--- src/rtl/usb_ep_pkg.sv ---
package usb_ep_pkg;
  typedef enum logic [1:0] {
    TOK_OUT   = 2'd0,
    TOK_IN    = 2'd1,
    TOK_SETUP = 2'd2,
    TOK_RSVD  = 2'd3
  } tok_e;

  typedef enum logic [1:0] {
    RSP_NONE  = 2'd0,
    RSP_ACK   = 2'd1,
    RSP_STALL = 2'd2,
    RSP_NOHS  = 2'd3
  } rsp_e;

  typedef struct packed {
    logic rx_stall;
    logic tx_stall;
    logic rx_dbuf;
    logic tx_dbuf;
    logic rx_iso;
    logic rx_en;
    logic tx_iso;
    logic tx_en;
  } ep_ctrl_t;

  localparam int unsigned CTRL_W = $bits(ep_ctrl_t);
  localparam ep_ctrl_t EP0_RST = ep_ctrl_t'(8'h05);
endpackage

--- src/rtl/ep_index_reg.sv ---
module ep_index_reg #(
  parameter int unsigned EP_W = 2
) (
  input  logic            clk_i,
  input  logic            rst_ni,
  input  logic            bus_rst_i,
  input  logic            wr_i,
  input  logic [EP_W-1:0] wdata_i,
  output logic [EP_W-1:0] idx_o
);
  always_ff @(posedge clk_i or negedge rst_ni) begin
    if (!rst_ni)        idx_o <= '0;
    else if (bus_rst_i) idx_o <= '0;
    else if (wr_i)      idx_o <= wdata_i;
  end

  p_idx_load_r2: assert property (@(posedge clk_i) disable iff (!rst_ni)
    (wr_i && !bus_rst_i) |=> idx_o == $past(wdata_i));
  p_idx_clear_r3: assert property (@(posedge clk_i) disable iff (!rst_ni)
    bus_rst_i |=> idx_o == '0);
endmodule

--- src/rtl/ep_ctrl_regfile.sv ---
module ep_ctrl_regfile
  import usb_ep_pkg::*;
#(
  parameter int unsigned NUM_EP = 4,
  localparam int unsigned EP_W = $clog2(NUM_EP)
) (
  input  logic                     clk_i,
  input  logic                     rst_ni,
  input  logic                     bus_rst_i,
  input  logic                     wr_i,
  input  logic [EP_W-1:0]          wr_idx_i,
  input  ep_ctrl_t                 wdata_i,
  output ep_ctrl_t [NUM_EP-1:0]    words_o
);
  for (genvar g = 0; g < NUM_EP; g++) begin : g_ep
    localparam ep_ctrl_t RST_V = (g == 0) ? EP0_RST : ep_ctrl_t'('0);
    localparam logic [EP_W-1:0] MY_IDX = EP_W'(g);
    logic sel;
    assign sel = wr_i && (wr_idx_i == MY_IDX);

    always_ff @(posedge clk_i or negedge rst_ni) begin
      if (!rst_ni)        words_o[g] <= RST_V;
      else if (bus_rst_i) words_o[g] <= RST_V;
      else if (sel)       words_o[g] <= wdata_i;
    end

    p_bus_rst_val_r3: assert property (@(posedge clk_i) disable iff (!rst_ni)
      bus_rst_i |=> words_o[g] == RST_V);
    p_write_local_r1: assert property (@(posedge clk_i) disable iff (!rst_ni)
      (!bus_rst_i && !(wr_i && wr_idx_i == MY_IDX)) |=> words_o[g] == $past(words_o[g]));
  end
endmodule

--- src/rtl/ep_resp_decider.sv ---
module ep_resp_decider
  import usb_ep_pkg::*;
#(
  parameter int unsigned NUM_EP        = 4,
  parameter int unsigned RX_SPECIAL_EP = 3,
  parameter int unsigned TX_SPECIAL_EP = 2,
  localparam int unsigned EP_W = $clog2(NUM_EP)
) (
  input  logic                  clk_i,
  input  logic                  rst_ni,
  input  logic                  tok_valid_i,
  input  logic [1:0]            tok_type_i,
  input  logic [EP_W-1:0]       tok_ep_i,
  input  logic                  setup_flag_i,
  input  ep_ctrl_t [NUM_EP-1:0] words_i,
  output logic                  dec_valid_o,
  output logic [1:0]            dec_resp_o,
  output logic [EP_W-1:0]       dec_ep_o,
  output logic                  dec_in_o,
  output logic                  dec_iso_o,
  output logic                  dec_dbuf_o
);
  localparam logic [EP_W-1:0] RX_EP = EP_W'(RX_SPECIAL_EP);
  localparam logic [EP_W-1:0] TX_EP = EP_W'(TX_SPECIAL_EP);

  ep_ctrl_t w;
  logic     rx_sp, tx_sp;
  rsp_e     rsp_n;
  logic     iso_n, dbuf_n;

  assign w     = words_i[tok_ep_i];
  assign rx_sp = (tok_ep_i == RX_EP);
  assign tx_sp = (tok_ep_i == TX_EP);

  always_comb begin
    rsp_n  = RSP_NONE;
    iso_n  = 1'b0;
    dbuf_n = 1'b0;
    unique case (tok_e'(tok_type_i))
      TOK_OUT: if (w.rx_en) begin
        iso_n  = w.rx_iso & rx_sp;
        dbuf_n = w.rx_dbuf & rx_sp;
        if (iso_n)                          rsp_n = RSP_NOHS;
        else if (w.rx_stall && !setup_flag_i) rsp_n = RSP_STALL;
        else                                rsp_n = RSP_ACK;
      end
      TOK_IN: if (w.tx_en) begin
        iso_n  = w.tx_iso & tx_sp;
        dbuf_n = w.tx_dbuf & tx_sp;
        if (iso_n)           rsp_n = RSP_NOHS;
        else if (w.tx_stall) rsp_n = RSP_STALL;
        else                 rsp_n = RSP_ACK;
      end
      TOK_SETUP: if (w.rx_en) rsp_n = RSP_ACK;
      default: ;
    endcase
  end

  always_ff @(posedge clk_i or negedge rst_ni) begin
    if (!rst_ni) begin
      dec_valid_o <= 1'b0;
      dec_resp_o  <= RSP_NONE;
      dec_ep_o    <= '0;
      dec_in_o    <= 1'b0;
      dec_iso_o   <= 1'b0;
      dec_dbuf_o  <= 1'b0;
    end else begin
      dec_valid_o <= tok_valid_i;
      if (tok_valid_i) begin
        dec_resp_o <= rsp_n;
        dec_ep_o   <= tok_ep_i;
        dec_in_o   <= (tok_type_i == TOK_IN);
        dec_iso_o  <= iso_n;
        dec_dbuf_o <= dbuf_n;
      end
    end
  end

  p_dec_lat_r9: assert property (@(posedge clk_i) disable iff (!rst_ni)
    tok_valid_i |=> dec_valid_o);
  p_dec_idle_r9: assert property (@(posedge clk_i) disable iff (!rst_ni)
    !tok_valid_i |=> !dec_valid_o);
  p_setup_no_stall_r6: assert property (@(posedge clk_i) disable iff (!rst_ni)
    (tok_valid_i && tok_type_i == TOK_SETUP) |=> dec_resp_o != RSP_STALL);
  p_iso_place_r7: assert property (@(posedge clk_i) disable iff (!rst_ni)
    (dec_valid_o && dec_iso_o) |-> (dec_in_o ? dec_ep_o == TX_EP : dec_ep_o == RX_EP));
  p_iso_nohs_r7: assert property (@(posedge clk_i) disable iff (!rst_ni)
    (dec_valid_o && dec_iso_o) |-> dec_resp_o == RSP_NOHS);
  p_quiet_flags_r11: assert property (@(posedge clk_i) disable iff (!rst_ni)
    (dec_valid_o && dec_resp_o == RSP_NONE) |-> !dec_iso_o && !dec_dbuf_o);
endmodule

--- src/rtl/usb_ep_ctrl_bank.sv ---
module usb_ep_ctrl_bank
  import usb_ep_pkg::*;
#(
  parameter int unsigned NUM_EP        = 4,
  parameter int unsigned ADDR_W        = 8,
  parameter logic [7:0]  CTRL_ADDR     = 8'hE1,
  parameter logic [7:0]  IDX_ADDR      = 8'hE2,
  parameter int unsigned RX_SPECIAL_EP = 3,
  parameter int unsigned TX_SPECIAL_EP = 2,
  localparam int unsigned EP_W = $clog2(NUM_EP)
) (
  input  logic              clk_i,
  input  logic              rst_ni,
  input  logic              usb_reset_i,
  input  logic [ADDR_W-1:0] cpu_addr_i,
  input  logic              cpu_we_i,
  input  logic [CTRL_W-1:0] cpu_wdata_i,
  output logic [CTRL_W-1:0] cpu_rdata_o,
  input  logic              tok_valid_i,
  input  logic [1:0]        tok_type_i,
  input  logic [EP_W-1:0]   tok_ep_i,
  input  logic              setup_flag_i,
  output logic              dec_valid_o,
  output logic [1:0]        dec_resp_o,
  output logic [EP_W-1:0]   dec_ep_o,
  output logic              dec_in_o,
  output logic              dec_iso_o,
  output logic              dec_dbuf_o
);
  logic                  hit_ctrl, hit_idx;
  logic [EP_W-1:0]       idx;
  ep_ctrl_t [NUM_EP-1:0] words;
  logic                  unused_wdata_hi;

  assign hit_ctrl        = (cpu_addr_i == ADDR_W'(CTRL_ADDR));
  assign hit_idx         = (cpu_addr_i == ADDR_W'(IDX_ADDR));
  assign unused_wdata_hi = ^cpu_wdata_i[CTRL_W-1:EP_W];

  ep_index_reg #(.EP_W(EP_W)) u_idx (
    .clk_i     (clk_i),
    .rst_ni    (rst_ni),
    .bus_rst_i (usb_reset_i),
    .wr_i      (cpu_we_i && hit_idx),
    .wdata_i   (cpu_wdata_i[EP_W-1:0]),
    .idx_o     (idx)
  );

  ep_ctrl_regfile #(.NUM_EP(NUM_EP)) u_regs (
    .clk_i     (clk_i),
    .rst_ni    (rst_ni),
    .bus_rst_i (usb_reset_i),
    .wr_i      (cpu_we_i && hit_ctrl),
    .wr_idx_i  (idx),
    .wdata_i   (ep_ctrl_t'(cpu_wdata_i)),
    .words_o   (words)
  );

  ep_resp_decider #(
    .NUM_EP        (NUM_EP),
    .RX_SPECIAL_EP (RX_SPECIAL_EP),
    .TX_SPECIAL_EP (TX_SPECIAL_EP)
  ) u_dec (
    .clk_i        (clk_i),
    .rst_ni       (rst_ni),
    .tok_valid_i  (tok_valid_i),
    .tok_type_i   (tok_type_i),
    .tok_ep_i     (tok_ep_i),
    .setup_flag_i (setup_flag_i),
    .words_i      (words),
    .dec_valid_o  (dec_valid_o),
    .dec_resp_o   (dec_resp_o),
    .dec_ep_o     (dec_ep_o),
    .dec_in_o     (dec_in_o),
    .dec_iso_o    (dec_iso_o),
    .dec_dbuf_o   (dec_dbuf_o)
  );

  always_comb begin
    if (hit_ctrl)     cpu_rdata_o = words[idx];
    else if (hit_idx) cpu_rdata_o = CTRL_W'(idx);
    else              cpu_rdata_o = '0;
  end

  p_rd_ctrl_r1: assert property (@(posedge clk_i) disable iff (!rst_ni)
    (cpu_we_i && hit_ctrl && !usb_reset_i) |=> (hit_ctrl && $stable(idx)) -> cpu_rdata_o == $past(cpu_wdata_i));
endmodule

--- config.mk ---
export PLATFORM = sky130hd
export DESIGN_NAME = usb_ep_ctrl_bank
export DESIGN_NICKNAME = d
export VERILOG_FILES = /design/src/rtl/usb_ep_pkg.sv /design/src/rtl/ep_index_reg.sv /design/src/rtl/ep_ctrl_regfile.sv /design/src/rtl/ep_resp_decider.sv /design/src/rtl/usb_ep_ctrl_bank.sv
export SDC_FILE = /design/constraint.sdc
export NUM_CORES = 1
export LEC_CHECK = 0
export ABC_AREA = 1
export CORE_MARGIN = 2
export CORE_UTILIZATION = 47
export DETAILED_ROUTE_END_ITERATION = 6
export GPL_TIMING_DRIVEN = 1
export MAX_ROUTING_LAYER = met4
export PLACE_DENSITY = 0.76
export RECOVER_POWER = 50
export SLEW_MARGIN = 40
export SYNTH_ARGS = -nofsm -noshare
export SYNTH_HDL_FRONTEND = slang
export SYNTH_SLANG_ARGS = --single-unit
export TNS_END_PERCENT = 50
--- constraint.sdc ---
create_clock -name clk_i -period 1.36 [get_ports clk_i]
set_input_delay 0.272 -clock clk_i [delete_from_list [all_inputs] [get_ports clk_i]]
set_output_delay 0.272 -clock clk_i [all_outputs]
set_load 0.02 [all_outputs]
==> results by group <==
Critical path
  – CP Launch Type: register
  – Crit path max-delay cell type: dfrtp_2
  – Critical Path Max Stage Delay: 460 ps
  – Critical-path cell list: buf_6 -> nor2_4 -> buf_4 -> nand2_1 -> o2111ai_1 -> nand3_1 -> o21ai_2 -> buf_6
  – WP buf/inv: 3
  – Critical Path AT: 1620 ps
  – Critical Path Stages: 8
  – Top delay family on crit path: flip-flops
  – Worst Setup Path Type: reg2out
  – Crit Path Max Fanout: 4
  – CP dominant cell by count: buf_6
  – Endpoint class of the critical path: primary output
  – Worst Reg-to-Reg Cells: 8
  – Req. time, crit path: 1090 ps

Routing
  – Vias post-DR: 2638
  – Routed wire length: 8.30 mm
  – Detail Route Antenna Nets: 0
  – Drt drc: 0
  – Vias per inst: 5.41
  – Routed wire length per instance: 17.0 µm
  – DR iter-0 viols: 205
  – First-pass DRT Iterations: 5

STA
  – Crit path time final: 1890 ps
  – Normalized max-slew margin: 71.6%
  – Slew @ Worst Pin: 424 ps
  – Final Setup Violations: 27
  – Max Transition Viols Final: 0
  – Setup TNS: -4990 ps
  – Final Hold Viols: 0
  – Fin crit share: 139%
  – Max Clk Rate: 528 MHz
  – RSZ-0062 raised after global routing: yes
  – Final worst slack: -534 ps
  – Worst Skew: 3.17 ps

Finish
  – Util after Layout: 80.1%
  – Final #Nets: 446
  – Layout cell share with drive strength beyond 1: 38.0%
  – Diodes inserted: 0
  – Fillers: 306
  – Syn-to-layout area delta: 63.6%

Placed design
  – Post-DP HPWL: 4.95 mm
  – Setup WS pre-CTS: -1010 ps
  – RePlAce Congestion: 0.907
  – Port buffer count: 41

Clock network
  – Clk slew on worst S/H paths: 80 ps
  – Clock Latency Late Sink: 300 ps
  – Clk root buf: clkbuf_8
  – TritonCTS buffer count: 5
  – Max Buffers Root-to-Sink: 2
  – Htree depth: 2
  – CTS Sinks: 42
  – CTS tree: yes

Synth
  – Post-synth top area share: 43.0%
  – Synth area leaders: dfrtp_1, nand2_1, nand3_1
  – Post-synthesis cell area: 0.00233 mm²
  – Mapped Cells: 310
  – Synth Area in Simple Gates: 39.2%
  – Distinct cell type count after synthesis: 29
  – Synthesis Warnings: 0
  – Synth Net Count: 336
  – Top cell type by total area after synthesis: dfrtp_1
  – Synth Area in Adders: 0%
  – Compound-Gate Fraction of Synth Area: 8.70%
  – Synth Area in XOR/XNOR: 0%
  – Main combinational cell family by area after synthesis: simple AND/OR/NAND/NOR gates
  – Mapped Avg Cell Area: 7.51 µm²
  – Register area share after synthesis: 45.2%
  – Post-synthesis register bit count: 42
  – Mux share of post-synthesis cell area: 0%

Floorplanning
  – I/O pin count: 42
  – Die extent in x: 74.4 µm
  – Core Box Area: 0.00475 mm²
  – Die span in y: 74.4 µm
  – Row count: 25
  – Starting Density: 49.0%
  – Die Area: 0.00553 mm²

Power
  – Overall power: 2.89 mW
  – Power per cell area: 758 mW/mm²
  – Pleak: 1.92 nW
  – Worst vdd ir: 0.000710 V

Global route
  – Grt total ovfl: 0
  – Gr usage total: 30.8%
  – Largest net degree at the start of global routing: 28
  – Via count of the first global-routing pass: 2513
  – Antenna violations before repair: 0
  – First-pass GRT wire length: 12.2 mm

Status
  – Failing checks: setup timing
  – Status: finished, violations left

Worst hold path
  – Hold Path Class: in2async

Run
  – Max Cap Viol: 0
## routing by layer
metal / vias up / part of all wire (%) / global-route usage, % / wire [µm]
met3: 21 / 7.6 / 5.69 / 628
li1: 1229 / - / - / -
met5: - / 0 / - / 0
met4: 0 / 2.0 / 11.3 / 167
met1: 1237 / 39 / 37.0 / 3240
met2: 151 / 51 / 51.7 / 4270
## path summary, 6_finish.rpt
kind                                                 start                               to  slack [ps]
setup / recovery                u_idx.idx_o[1]$_DFFE_PN0P_                   cpu_rdata_o[0]        -530
hold / removal                                      rst_ni    u_regs.words_o[8]$_DFFE_PN0P_         430
hold reg to reg            u_dec.dec_resp_o[1]$_DFFE_PN0P_  u_dec.dec_resp_o[1]$_DFFE_PN0P_         480
min in group clk_i         u_dec.dec_resp_o[1]$_DFFE_PN0P_  u_dec.dec_resp_o[1]$_DFFE_PN0P_         480
setup reg to reg                u_idx.idx_o[1]$_DFFE_PN0P_   u_regs.words_o[15]$_DFFE_PN0P_        -110
max in group asynchronous                           rst_ni       u_idx.idx_o[0]$_DFFE_PN0P_         110
## cell usage after synthesis
master,count
a21oi_1,3
a221oi_1,3
a22oi_1,4
a31oi_1,4
buf_1,2
buf_12,1
buf_2,2
clkbuf_1,1
clkbuf_2,1
clkinv_1,2
dfrtp_1,40
dfstp_2,2
inv_1,28
nand2_1,122
nand2_2,1
nand2_4,9
nand3_1,35
nand4_1,2
nor2_1,21
nor2_2,2
nor2_4,1
nor2_8,1
nor3_1,2
nor3b_4,1
o2111ai_1,1
o21ai_0,14
o21ai_1,2
o21ai_2,2
or2_4,1
## layout make-up
| cell class | instances | area, µm² | share of cell area (%) |
|---|---|---|---|
| sequential | 42 | 1060 | 27.7 |
| inverter | 30 | 123 | 3.22 |
| clock buffer | 7 | 86.3 | 2.27 |
| clock inverter | 1 | 5.00 | 0.131 |
| timing repair buffer | 106 | 997 | 26.2 |
| tap | 67 | 83.8 | 2.20 |
| multi-input combinational | 235 | 1460 | 38.3 |
## state kept, by name, indices dropped and copies added (netlist names)
signal,count
u_dec.dec_dbuf_o,1
u_regs.words_o,32
u_dec.dec_in_o,1
u_dec.dec_ep_o,2
u_idx.idx_o,2
u_dec.dec_iso_o,1
u_dec.dec_valid_o,1
u_dec.dec_resp_o,2
## timing repair
| action | in CTS | in global routing |
|---|---|---|
| hold buffers | 1 | 0 |
| gates cloned | 4 | 0 |
| gates resized for setup | 121 | 32 |
| buffers inserted | 6 | 5 |
| pin swaps | 16 | 21 |
| endpoints found under the setup margin | 54 | 44 |
| endpoints found under the hold margin | 13 | 0 |
## through the flow
stage / area [µm²] / instances / hold WS [ps]
3_5_place_dp: 3310 / 464 / 222
5_1_grt: 3810 / 488 / 474
3_3_place_gp: 3310 / 464 / 218
2_1_floorplan: 2400 / 310 / -23.6
4_1_cts: 3690 / 483 / 437
6_report: 3810 / 488 / 435
## worst register-to-register path, stage by stage, from the launching register on
cell	delay, ps
dfrtp_2	460
buf_6	150
nor2_4	140
buf_6	160
buf_6	130
nand2_8	90
nand2_8	110
nand2_1	60
o21ai_1	90
## power breakdown
| part | total, mW | leakage, nW | switching [mW] | internal [mW] |
|---|---|---|---|---|
| clock network | 0.859 | 0.0482 | 0.449 | 0.410 |
| registers | 1.39 | 0.540 | 0.0573 | 1.34 |
| logic | 0.635 | 1.33 | 0.342 | 0.293 |
## cell usage in the layout (no fill, tap or decap), types with 3 or more instances in the layout
cell type	instances
nand3_2	3
buf_6	19
o21ai_1	3
nand3_1	32
buf_4	46
dlygate4sd2_1	11
clkdlybuf4s50_1	14
nor2_4	3
nand2_2	18
buf_2	3
o21ai_0	6
clkbuf_8	6
o21ai_2	9
inv_1	24
buf_12	7
nand2_8	10
inv_2	3
nand2_1	103
dfrtp_1	38
nand2_4	5
a22oi_2	4
nor2_2	4
nor2_1	17
a31oi_4	3
## kinds of logic after synthesis
| logic type | after synthesis |
|---|---|
| compound gates | 33 |
| simple gates | 198 |
| buf+inv | 37 |
| flops | 42 |
Note: power is estimated with default switching activity, not from simulation.
